## src/rtl/ua_pkg.sv

```systemverilog
package ua_pkg;

  typedef enum logic [2:0] {
    ST_IDLE, ST_ALN, ST_RD_LO, ST_RD_HI, ST_WR_LO, ST_WR_HI
  } ua_state_e;

  // bytes of the low longword kept by a longword insert at offset bo
  function automatic logic [31:0] f_keep_mask(input logic [1:0] bo);
    case (bo)
      2'd0: f_keep_mask = 32'h0000_0000;
      2'd1: f_keep_mask = 32'h0000_00FF;
      2'd2: f_keep_mask = 32'h0000_FFFF;
      default: f_keep_mask = 32'h00FF_FFFF;
    endcase
  endfunction

  function automatic logic [31:0] f_size_mask(input logic [1:0] sz);
    if (sz[1]) f_size_mask = 32'hFFFF_FFFF;
    else if (sz[0]) f_size_mask = 32'h0000_FFFF;
    else f_size_mask = 32'h0000_00FF;
  endfunction

  function automatic logic f_aligned(input logic [1:0] sz, input logic [1:0] bo);
    if (sz[1]) f_aligned = (bo == 2'd0);
    else if (sz[0]) f_aligned = !bo[0];
    else f_aligned = 1'b1;
  endfunction

  function automatic logic f_two(input logic [1:0] sz, input logic [1:0] bo);
    f_two = !f_aligned(sz, bo) && (sz[1] || bo == 2'd3);
  endfunction

  function automatic logic [5:0] f_shift(input logic [1:0] bo);
    f_shift = {1'b0, bo, 3'b000};
  endfunction

  function automatic logic [31:0] f_read_merge(input logic [1:0] sz, input logic [1:0] bo,
                                               input logic [31:0] lo, input logic [31:0] hi);
    if (sz[1])
      f_read_merge = ((lo >> f_shift(bo)) & (32'hFFFF_FFFF >> f_shift(bo)))
                   | (hi << (6'd32 - f_shift(bo)));
    else if (bo == 2'd1)
      f_read_merge = {16'h0000, lo[23:8]};
    else
      f_read_merge = {16'h0000, hi[7:0], lo[31:24]};
  endfunction

  function automatic logic [31:0] f_write_lo(input logic [1:0] sz, input logic [1:0] bo,
                                             input logic [31:0] lo, input logic [31:0] d);
    if (sz[1])
      f_write_lo = (lo & f_keep_mask(bo)) | (d << f_shift(bo));
    else if (bo == 2'd1)
      f_write_lo = {lo[31:24], d[15:0], lo[7:0]};
    else
      f_write_lo = {d[7:0], lo[23:0]};
  endfunction

  function automatic logic [31:0] f_write_hi(input logic [1:0] sz, input logic [1:0] bo,
                                             input logic [31:0] hi, input logic [31:0] d);
    if (sz[1])
      f_write_hi = (hi & ~f_keep_mask(bo)) | ((d >> (6'd32 - f_shift(bo))) & f_keep_mask(bo));
    else
      f_write_hi = {hi[31:8], d[15:8]};
  endfunction

endpackage

```

## src/rtl/ua_addr_gen.sv

```systemverilog
module ua_addr_gen #(
  parameter int PA_W      = 30,
  parameter int PAGE_BITS = 9
) (
  input  logic [PA_W-1:0] pa,
  input  logic [PA_W-1:0] pa_next,
  output logic [PA_W-1:0] lo_addr,
  output logic [PA_W-1:0] hi_addr,
  output logic            page_last
);
  localparam int LW_W = PA_W - 2;

  logic [LW_W-1:0] lw_inc;

  assign lw_inc    = pa[PA_W-1:2] + {{(LW_W-1){1'b0}}, 1'b1};
  assign page_last = &pa[PAGE_BITS-1:2];
  assign lo_addr   = {pa[PA_W-1:2], 2'b00};
  assign hi_addr   = page_last ? {pa_next[PA_W-1:2], 2'b00} : {lw_inc, 2'b00};
endmodule

```

## src/rtl/ua_ctrl.sv

```systemverilog
module ua_ctrl import ua_pkg::*; (
  input  logic      clk,
  input  logic      rst_n,
  input  logic      start,
  input  logic      start_aligned,
  input  logic      write,
  input  logic      two,
  input  logic      mem_ack,
  output ua_state_e state,
  output logic      op_fire,
  output logic      op_last
);
  ua_state_e nxt;

  always_ff @(posedge clk) begin
    if (!rst_n) state <= ST_IDLE;
    else        state <= nxt;
  end

  always_comb begin
    op_fire = (state != ST_IDLE) && mem_ack;
    case (state)
      ST_ALN:   op_last = 1'b1;
      ST_RD_LO: op_last = !two && !write;
      ST_RD_HI: op_last = !write;
      ST_WR_LO: op_last = !two;
      ST_WR_HI: op_last = 1'b1;
      default:  op_last = 1'b0;
    endcase
  end

  always_comb begin
    nxt = state;
    case (state)
      ST_IDLE:  if (start)   nxt = start_aligned ? ST_ALN : ST_RD_LO;
      ST_ALN:   if (mem_ack) nxt = ST_IDLE;
      ST_RD_LO: if (mem_ack) nxt = two ? ST_RD_HI : (write ? ST_WR_LO : ST_IDLE);
      ST_RD_HI: if (mem_ack) nxt = write ? ST_WR_LO : ST_IDLE;
      ST_WR_LO: if (mem_ack) nxt = two ? ST_WR_HI : ST_IDLE;
      ST_WR_HI: if (mem_ack) nxt = ST_IDLE;
      default:  nxt = ST_IDLE;
    endcase
  end
endmodule

```

## src/rtl/ua_merge.sv

```systemverilog
module ua_merge import ua_pkg::*; (
  input  logic [1:0]  sz,
  input  logic [1:0]  bo,
  input  logic [31:0] lo,
  input  logic [31:0] hi,
  input  logic [31:0] wdata,
  output logic [31:0] rd_val,
  output logic [31:0] wr_lo,
  output logic [31:0] wr_hi
);
  assign rd_val = f_read_merge(sz, bo, lo, hi);
  assign wr_lo  = f_write_lo(sz, bo, lo, wdata);
  assign wr_hi  = f_write_hi(sz, bo, hi, wdata);
endmodule

```

## src/rtl/lsu_align_unit.sv

```systemverilog
module lsu_align_unit import ua_pkg::*; #(
  parameter int PA_W      = 30,
  parameter int PAGE_BITS = 9
) (
  input  logic            clk,
  input  logic            rst_n,
  input  logic            req_valid,
  output logic            req_ready,
  input  logic            req_write,
  input  logic [1:0]      req_size,
  input  logic [PA_W-1:0] req_pa,
  input  logic [PA_W-1:0] req_pa_next,
  input  logic [31:0]     req_wdata,
  output logic            done,
  output logic [31:0]     rdata,
  output logic            mem_req,
  output logic            mem_we,
  output logic [1:0]      mem_size,
  output logic [PA_W-1:0] mem_addr,
  output logic [31:0]     mem_wdata,
  input  logic            mem_ack,
  input  logic [31:0]     mem_rdata
);
  ua_state_e       state;
  logic            op_fire, op_last, start;
  logic            req_aligned, req_two, page_last;
  logic [PA_W-1:0] lo_a, hi_a;
  logic [PA_W-1:0] pa_q, lo_q, hi_q;
  logic [1:0]      sz_q, bo_q;
  logic            wr_q, two_q;
  logic [31:0]     wdata_q, lo_d, hi_d, lo_now, hi_now;
  logic [31:0]     rd_merged, wr_lo_val, wr_hi_val;
  logic            done_q;
  logic [31:0]     rdata_q;

  assign req_ready   = (state == ST_IDLE);
  assign start       = req_valid && req_ready;
  assign req_aligned = f_aligned(req_size, req_pa[1:0]);
  assign req_two     = f_two(req_size, req_pa[1:0]);

  ua_addr_gen #(.PA_W(PA_W), .PAGE_BITS(PAGE_BITS)) u_addr (
    .pa(req_pa), .pa_next(req_pa_next),
    .lo_addr(lo_a), .hi_addr(hi_a), .page_last(page_last)
  );

  ua_ctrl u_ctrl (
    .clk(clk), .rst_n(rst_n), .start(start), .start_aligned(req_aligned),
    .write(wr_q), .two(two_q), .mem_ack(mem_ack),
    .state(state), .op_fire(op_fire), .op_last(op_last)
  );

  assign lo_now = (state == ST_RD_LO) ? mem_rdata : lo_d;
  assign hi_now = (state == ST_RD_HI) ? mem_rdata : hi_d;

  ua_merge u_merge (
    .sz(sz_q), .bo(bo_q), .lo(lo_now), .hi(hi_now), .wdata(wdata_q),
    .rd_val(rd_merged), .wr_lo(wr_lo_val), .wr_hi(wr_hi_val)
  );

  always_ff @(posedge clk) begin
    if (!rst_n) begin
      pa_q <= '0; lo_q <= '0; hi_q <= '0;
      sz_q <= '0; bo_q <= '0; wr_q <= 1'b0; two_q <= 1'b0;
      wdata_q <= '0; lo_d <= '0; hi_d <= '0;
      done_q <= 1'b0; rdata_q <= '0;
    end else begin
      done_q <= op_fire && op_last;
      if (start) begin
        pa_q    <= req_pa;
        lo_q    <= lo_a;
        hi_q    <= hi_a;
        sz_q    <= req_size;
        bo_q    <= req_pa[1:0];
        wr_q    <= req_write;
        two_q   <= req_two;
        wdata_q <= req_wdata;
      end
      if (op_fire && state == ST_RD_LO) lo_d <= mem_rdata;
      if (op_fire && state == ST_RD_HI) hi_d <= mem_rdata;
      if (op_fire && op_last && !wr_q)
        rdata_q <= (state == ST_ALN) ? (mem_rdata & f_size_mask(sz_q)) : rd_merged;
    end
  end

  assign done  = done_q;
  assign rdata = rdata_q;

  always_comb begin
    mem_req   = (state != ST_IDLE);
    mem_we    = 1'b0;
    mem_size  = 2'd2;
    mem_addr  = lo_q;
    mem_wdata = '0;
    case (state)
      ST_ALN: begin
        mem_we    = wr_q;
        mem_size  = sz_q[1] ? 2'd2 : sz_q;
        mem_addr  = pa_q;
        mem_wdata = wdata_q & f_size_mask(sz_q);
      end
      ST_RD_HI: mem_addr = hi_q;
      ST_WR_LO: begin
        mem_we    = 1'b1;
        mem_wdata = wr_lo_val;
      end
      ST_WR_HI: begin
        mem_we    = 1'b1;
        mem_addr  = hi_q;
        mem_wdata = wr_hi_val;
      end
      default: ;
    endcase
  end
endmodule

```

## config.mk

```make
export PLATFORM = sky130hd
export DESIGN_NAME = lsu_align_unit
export DESIGN_NICKNAME = d
export VERILOG_FILES = /design/src/rtl/ua_pkg.sv /design/src/rtl/ua_addr_gen.sv /design/src/rtl/ua_ctrl.sv /design/src/rtl/ua_merge.sv /design/src/rtl/lsu_align_unit.sv
export SDC_FILE = /design/constraint.sdc
export NUM_CORES = 1
export LEC_CHECK = 0
export ABC_AREA = 1
export BUFFER_PORTS_ARGS = -buffer_cell sky130_fd_sc_hd__buf_2
export CORE_UTILIZATION = 35
export DETAILED_ROUTE_END_ITERATION = 10
export PLACE_DENSITY = 0.51
export REMOVE_ABC_BUFFERS = 1
export SYNTH_ARGS = -nofsm -noshare
export SYNTH_HDL_FRONTEND = slang
export SYNTH_SLANG_ARGS = --single-unit
export TNS_END_PERCENT = 30
```

## constraint.sdc

```tcl
create_clock -name clk -period 5.9 [get_ports clk]
set_input_delay 0.295 -clock clk [delete_from_list [all_inputs] [get_ports clk]]
set_output_delay 0.295 -clock clk [all_outputs]
set_load 0.01 [all_outputs]
```

* Word level (Yosys, flattened, before mapping)
Index checks and enable logic that the tools add are counted.
Cells by class: $add $sub $neg 2, eq/ne operators 13, shift operators 5, multiplexer cells 34, bitwise logic cells 10, reduce and logical (&&, ||, !) cells 22
Operators by type and width (count):
- 32-bit 2-to-1 mux | 12
- 32-bit AND | 6
- 32-bit OR | 3
- 32-bit case mux with 3 select lines | 1
- 24-bit case mux with 3 select lines | 1
- 30-bit case mux with 2 select lines | 1
- 16-bit 2-to-1 mux | 2
- 32-bit NOT | 1
- 32-bit by 5-bit left shift with 32-bit output | 1
- 32-bit by 6-bit left shift with 32-bit output | 1
- 32-bit by 5-bit >> shifter with 32-bit output | 1
- 32-bit by 5-bit >> shifter with 32-bit output, first input constant | 1
- 32-bit by 6-bit >> shifter with 32-bit output | 1
- 30-bit 2-to-1 mux | 1
- 28-bit by 1-bit adder with 28-bit output, second input constant | 1
- 3-bit 2-to-1 mux | 8
- 3-bit case mux with 5 select lines | 1
- 1-bit logical AND | 8
- 7-bit AND reduction | 1
- 3-bit by 2-bit equality test with 1-bit output, second input constant | 2
- 3-bit equality test, second input constant | 2
- 2-bit 2-to-1 mux | 3
- 2-bit inequality test, second input constant | 3
- 2-bit OR reduction | 3
- other kinds (14) | 21
Storage, ports and cells: bits in registers 226, output and inout bits 100, word-level logic and storage cells 99

* Depth between registers and ports, before layout
Gate-level depths: netlist (run 1).
depth in word-level cells 9, mapped depth 15, depth with buffers taken out 13

* Modules after synthesis
A second synthesis (run 1) with hierarchy kept.
Unflattened totals: cell total of the unflattened synthesis 2712, area total of the unflattened synthesis 15513.6 um^2
Modules (own cells, without submodules):
- lsu_align_unit | times used 1, cells an instance 1638, area an instance 10411.2 um^2, sequential area each 4464.3 um^2
- ua_merge | times used 1, cells an instance 765, area an instance 3518.4 um^2, sequential area each 0.0 um^2
- ua_addr_gen | times used 1, cells an instance 266, area an instance 1327.5 um^2, sequential area each 0.0 um^2
- ua_ctrl | times used 1, cells an instance 43, area an instance 256.5 um^2, sequential area each 60.1 um^2

* Least setup slack after synthesis (run 1)
Ideal clock, no wire load.
path type register -> output, from register, netlist name pa_q[0], to output mem_wdata[17], arrival time 2490 ps, required time 5605 ps, setup slack 3115 ps, stages on the path, launching flop included 13, cell sequence dfxtp_1 > inv_1 > clkbuf_1 > clkbuf_1 > ha_1 > clkinv_1 > nand2_1 > inv_2 > buf_1 > nand2_1 > o22ai_1 > nand2_1 > o311ai_0
RTL lines:
- to (decl) | line lsu_align_unit.sv:20 | output logic [31:0] mem_wdata,

==> run summary, run 1 <==
status -> completed
Rel. slew slack -> 0.315
clock sinks -> 194
All-Layer GR Usage -> 0.285
Final setup violation count -> 0
Leakage -> 6.71 nW
largest net degree at the start of global routing -> 85
Cell Area, Synth -> 12900 um2
cts repair resizes -> 0
first-pass GRT wire length -> 83.6 mm
CTS H-tree depth -> 4
post-detail-place hpwl -> 35.1 mm
CTS max path bufs -> 2
layout cells sized above 1 -> 0.143
setup repair bufs after CTS -> 0
vias in the first global route -> 14497
Crit. End Element -> primary output
Fmax -> 233 MHz
Via density -> 5.55
Primary FF master, synth -> dfxtp_1
Worst path top cell family by delay -> buffers and inverters
count leader, synth -> nand2_1
vias -> 15325
Simple-Gate Fraction of Synth Area -> 0.288
Setup WS pre-CTS -> 2.20 ns
Post-Syn Instances -> 2152
post-synth top area share -> 0.300
Slew Viols, Final -> 0
Max-Cap Viols -> 0
ys async rst share -> 0
nets -> 2417
synthesized area per cell -> 6.01 um2
Least-Margin Pin Slew -> 1.02 ns
drt total wl -> 53.8 mm
Max Clock Skew -> 0.0166 ns
Setup WS post-layout -> 1.60 ns
CP Launch Type -> flip-flop
Post-synth top cells -> nand2_1, o21ai_0, a21oi_1, inv_1, dfxtp_1
CTS tree -> done
critical path type -> reg -> out
mux cell area share after synthesis -> 0
unrepaired setup endpoints after global routing -> false
Rows -> 70
Initial Util -> 0.354
fillers -> 4061
Synth cell types -> 43
I/O pin count -> 231
number of I/O port buffers -> 228
Core Box Area -> 36500 um2
clock slew at reported path FFs -> 0.07 ns
cell chain of the critical path -> inv_2 -> buf_4 -> ha_1 -> nor2_1 -> buf_4 -> nor3_1 -> buf_4 -> o21ai_0 -> o22ai_1 -> nand2_1 -> nand3_1 -> buf_2
TritonRoute pass-1 iters -> 6
pwr/cell area -> 290 nW/um2
CP dominant cell by count -> buf_4
critical path fanouts, max -> 84
fin crit share -> 0.728
Synth Area in Compound Gates -> 0.287
Yosys reg bits -> 194
# hold bufs at CTS -> 0
drt drc -> 0
Crit path buffers/inverters -> 5
Final ANT Viol Nets -> 0
Die H -> 194 um
Post-synth EDFFs -> 0
Area Growth Syn to Fin -> 15.6%
Worst-Skew Late Latency -> 0.46 ns
Area contributors post-synth -> dfxtp_1, nand2_1, o21ai_0
largest area contributor in the netlist -> dfxtp_1
peak supply drop -> 0.238 mV
die width -> 194 um
hold slack -> 0.0682 ns
CTS Buf Count -> 17
sequential share of the synthesized area -> 0.300
antenna violations before repair -> 5
Die Area -> 37700 um2
Worst Hold Class -> in -> reg
Worst Path Arrival -> 4.00 ns
GPL Wtd Cong -> 0.888
area share of xor/xnor cells in the synthesized design -> 0.00406
Synth warnings -> 0
Final min period -> 4.30 ns
drt initial violations -> 1278
CP required -> 5.61 ns
largest incremental delay on the critical path -> 0.75 ns
root buffer cell -> clkbuf_16
largest family of logic cells by synthesized area -> simple AND/OR/NAND/NOR gates
post-synthesis adder-cell area fraction -> 0.00580
DR WL/cell -> 19.5 um
Overflow after GRT -> 0
Hold Fails Final Rpt -> 0
CP max-delay cell -> buf_4
-- metrics by stage --
stage	area (um2)	TNS [ns]	utilization	cells	total power [mW]
finish	14900	0	0.409	2763	4.33
global route	14900	0	0.409	2761	4.58
CTS	14900	0	0.409	2761	4.34
detailed placement	14300	0	0.391	2729	2.99
global placement	14300	0	0.391	2729	2.98
floorplan	12300	-1.76	-	2001	2.41
-- worst min-delay path, delay by kind of cell --
kind / cells / cell delay (ns)
buf+inv: 1 / 0.07
simple gates: 2 / 0.12
-- path summary, 6_finish.rpt --
check             cells past startpoint            end     startpoint  slack [ns]
setup / recovery                     12  mem_wdata[14]        pa_q[0]        1.60
hold / removal                        3    wdata_q[10]  req_wdata[10]        0.07
setup reg to reg                     11      rdata[25]        pa_q[1]        2.68
hold reg to reg                       2       pa_q[16]       pa_q[16]        0.45
-- state kept, by name (all words and copies together) (netlist names) --
signal / count
wr_q: 1
pa_q: 30
two_q: 1
sz_q: 2
hi_q: 28
rdata: 32
done: 1
lo_d: 32
u_ctrl.state: 3
wdata_q: 32
hi_d: 32
-- placed cells by master (no fill, tap or decap), types with 3 or more instances in the layout --
| cell type | netlist | routed |
|---|---|---|
| o22ai_1 | 14 | 14 |
| nand4_1 | 10 | 10 |
| nor2_1 | 142 | 142 |
| o221ai_1 | 12 | 12 |
| buf_4 | 4 | 33 |
| xor2_1 | 4 | 4 |
| clkinvlp_4 | 0 | 3 |
| nand3_1 | 188 | 188 |
| or2_2 | 8 | 8 |
| nor3b_1 | 3 | 3 |
| a21oi_1 | 240 | 240 |
| and2_1 | 3 | 3 |
| o211ai_1 | 29 | 29 |
| nand2_2 | 3 | 4 |
| nand2_1 | 509 | 507 |
| bufinv_16 | 0 | 5 |
| o311ai_0 | 8 | 8 |
| a211oi_1 | 27 | 27 |
| o21ai_0 | 317 | 317 |
| nor3_1 | 6 | 6 |
| nand3b_1 | 8 | 8 |
| dfxtp_1 | 194 | 192 |
| inv_1 | 205 | 203 |
| inv_2 | 8 | 10 |
| o21ai_1 | 23 | 23 |
| clkbuf_16 | 0 | 17 |
| nor2_4 | 3 | 4 |
| clkinv_1 | 6 | 6 |
| ha_1 | 6 | 6 |
| a31oi_1 | 8 | 8 |
| buf_2 | 37 | 227 |
-- kinds of logic (layout without fill, tap and decap cells) --
| kind of cell | Yosys count | count (layout) |
|---|---|---|
| buffers and inverters | 371 | 512 |
| XOR/XNOR | 6 | 6 |
| adder cells (fa/ha/maj) | 6 | 6 |
| AND/OR/NAND/NOR | 888 | 888 |
| other | 0 | 2 |
| flip-flops | 194 | 194 |
| AO/OA/AOI/OAI | 687 | 687 |
-- cell type report --
cell class	instances	area, um2	share of cell area
inverters	220	827	0.0553
multi-input cells	1587	7600	0.508
clock buffers	20	457	0.0306
well taps	468	586	0.0392
repair buffers	260	1380	0.0926
diodes	2	5.00	0.000335
flip-flops and latches	194	3890	0.260
clock inverters	12	204	0.0136
-- metal layers --
layer | vias to the layer above | wire length, um | GRT usage
li1 | 7459 | - | -
met2 | 712 | 24000 | 0.457
met1 | 7027 | 23000 | 0.369
met3 | 119 | 4690 | 0.0583
met5 | - | 56 | 0
met4 | 8 | 2010 | 0.123
-- power by group --
group | switching (mW) | internal, mW | total, mW
clock network | 0.572 | 0.778 | 1.35
logic | 1.05 | 0.420 | 1.47
registers | 0.0788 | 1.44 | 1.52
Power figures use the tool's default switching activity.
==> run 2: changes to the inputs <==
clock period = 4.31 ns   (was 5.9 ns; I/O delays follow)
==> run 2 against run 1 <==
Effect of this change: worst setup slack lost 1.3 ns; worst hold slack worse by 0.046 ns; routed wire length is 0.56% higher; clock power rose by 25%; final cell count is 0.51% higher; sequential power increased by 36%; non-clock buffer count up 14; utilization up 0.23 points; count of clock-buffer cells in the layout is 1 lower; die area stayed put; register-to-register slack got worse by 1.6 ns; critical path type unchanged; largest power group unchanged; highest routed layer unchanged.
==> run summary, run 2 (synthesis gave the netlist of run 1 again) <==
Leakage -> 6.76 nW (+0.76%)
Sw Ratio -> 0.406 (+0.0140)
clock sinks -> 194 (unchanged)
P_sw -> 2.35 mW (+38%)
Rel. slew slack -> 0.223 (-0.0920)
Slew Viols, Final -> 0 (unchanged)
largest incremental delay on the critical path -> 0.81 ns (+0.06 ns)
drt initial violations -> 1353 (+5.9%)
Hold Fails Final Rpt -> 0 (unchanged)
CTS max path bufs -> 2 (unchanged)
Die Area -> 37700 um2 (unchanged)
drt total wl -> 54.1 mm (+0.56%)
Gate power share -> 0.352 (+0.014)
most common cell after layout, fill and taps aside -> nand2_1
Final Power -> 5.79 mW (+34%)
Crit. End Element -> primary output
CP required -> 4.09 ns (-1.52 ns)
post-detail-place hpwl -> 35.5 mm (+1.1%)
dpl cell area -> 14400 um2 (+0.63%)
Area Growth Syn to Fin -> 16.2%
Least-Margin Pin Slew -> 1.17 ns (+0.142 ns)
first-pass GRT wire length -> 84.1 mm (+0.59%)
CTS Buf Count -> 17 (unchanged)
CTS H-tree depth -> 4 (unchanged)
largest net degree at the start of global routing -> 145 (+71%)
fin area -> 15000 um2 (+0.57%)
Worst-Skew Late Latency -> 0.47 ns (about the same)
Final ANT Viol Nets -> 0 (unchanged)
Fmax -> 251 MHz
layout cells sized above 1 -> 0.146 (+0.00260)
antenna violations before repair -> 5 (unchanged)
unrepaired setup endpoints after global routing -> false
Max-Cap Viols -> 0 (unchanged)
Die H -> 194 um (unchanged)
CP dominant cell by count -> nand2_1
drt drc -> 0 (unchanged)
Initial Util -> 0.354 (unchanged)
clock slew at reported path FFs -> 0.08 ns (about the same)
GPL Wtd Cong -> 0.896 (+0.92%)
CP Launch Type -> flip-flop
CP max-delay cell -> inv_2
Overflow after GRT -> 0 (unchanged)
Rows -> 70 (unchanged)
Worst Hold Class -> in -> reg
vias in the first global route -> 14551 (+0.37%)
pwr/cell area -> 385 nW/um2 (+33%)
critical path type -> reg -> out
Final Non-Filler Cells -> 2777 (+0.51%)
most frequent cells in the layout -> nand2_1, o21ai_0, a21oi_1
CTS tree -> done
Reg2Reg Depth -> 11 (unchanged)
Core Box Area -> 36500 um2 (unchanged)
nets -> 2431 (+0.58%)
fillers -> 4030 (-0.76%)
number of I/O port buffers -> 228 (unchanged)
DR WL/cell -> 19.5 um (about the same)
Via density -> 5.53 (-0.39%)
TritonRoute pass-1 iters -> 5 (-1)
root buffer cell -> clkbuf_16
vias -> 15343 (+0.12%)
cell chain of the critical path -> clkinv_1 -> ha_1 -> clkinv_1 -> buf_4 -> nand2_1 -> inv_2 -> nand2_1 -> o22ai_1 -> nand2_1 -> o311ai_0 -> buf_2
Worst Path Arrival -> 3.76 ns (-0.24 ns)
WHS Path Cells -> 3 (unchanged)
die width -> 194 um (unchanged)
hold slack -> 0.0217 ns (-0.0465 ns)
fin crit share -> 0.924
Final min period -> 3.98 ns
critical path fanouts, max -> 37 (-56%)
peak supply drop -> 0.301 mV (+26%)
Final setup violation count -> 0 (unchanged)
I/O pin count -> 231 (unchanged)
Pint -> 3.44 mW (+31%)
status -> completed
Max Clock Skew -> 0.0123 ns (-0.00425 ns)
Post-Place Cells -> 2737 (+0.29%)
Seq pwr share -> 0.356 (+0.006)
power share of the clock group -> 0.292 (-0.019)
All-Layer GR Usage -> 0.287 (+0.00163)
## run 2: cell types whose count changed in the layout (fill, tap and decap cells not counted), moves of 2 or more
cell,before,now
bufinv_16,5,2
inv_8,0,2
buf_4,33,38
dlygate4sd3_1,0,6
buf_12,0,3
## run 2: per-layer routing
| layer | routed length (um) | GRT usage | share of wire | vias up |
|---|---|---|---|---|
| met5 | 34 | 0 | 0.00063 | - |
| met3 | 4720 | 0.0614 | 0.087 | 98 |
| li1 | - | - | - | 7486 |
| met4 | 1510 | 0.0985 | 0.028 | 6 |
| met2 | 24600 | 0.474 | 0.45 | 669 |
| met1 | 23200 | 0.367 | 0.43 | 7084 |
## run 2: worst max-delay path: cells and delay by family, from the launching register on
| family | cells | cell delay, ns |
|---|---|---|
| buf+inv | 5 | 1.44 |
| simple gates | 3 | 0.69 |
| compound gates | 2 | 0.46 |
| fa+ha+maj | 1 | 0.35 |
| flops | 1 | 0.34 |
## run 2: layout make-up
class,instances,area (um2),area share
multi-input cells,1587,7590,0.505
inverters,220,827,0.0550
clock buffers,19,443,0.0295
repair buffers,274,1540,0.103
clock inverters,13,153,0.0102
well taps,468,586,0.0390
diodes,2,5.00,0.000333
flip-flops and latches,194,3890,0.259
## run 2: final timing paths
| path | start | end | slack (ns) |
|---|---|---|---|
| setup / recovery | pa_q[1] | mem_wdata[22] | 0.33 |
| hold / removal | req_pa_next[18] | hi_q[18] | 0.02 |
| setup reg to reg | pa_q[0] | rdata[6] | 1.07 |
| hold reg to reg | pa_q[29] | pa_q[29] | 0.45 |
## run 2: metrics by stage
step                      utilization  worst slack, ns  setup TNS, ns
after global placement          0.393             1.01              0
after CTS                       0.411            0.420              0
after global routing            0.411            0.255              0
final                           0.412            0.330              0
after floorplan                     -            -1.79         -73.92
after detailed placement        0.393            0.954              0
## run 2: repair_timing
action,4_1_cts,5_1_grt
resized for setup,0,0
buffers inserted,0,0
endpoints found under the hold margin,6,0
hold buffers,6,0
## run 2: power by group through the flow
stage                     registers [mW]  clock network (mW)  logic (mW)
after floorplan                     2.13                   0        1.17
after global placement              2.10                   0        1.99
after detailed placement            2.10                   0        2.00
after CTS                           2.06                1.73        2.01
after global routing                2.08                1.80        2.27
final                               2.06                1.69        2.04
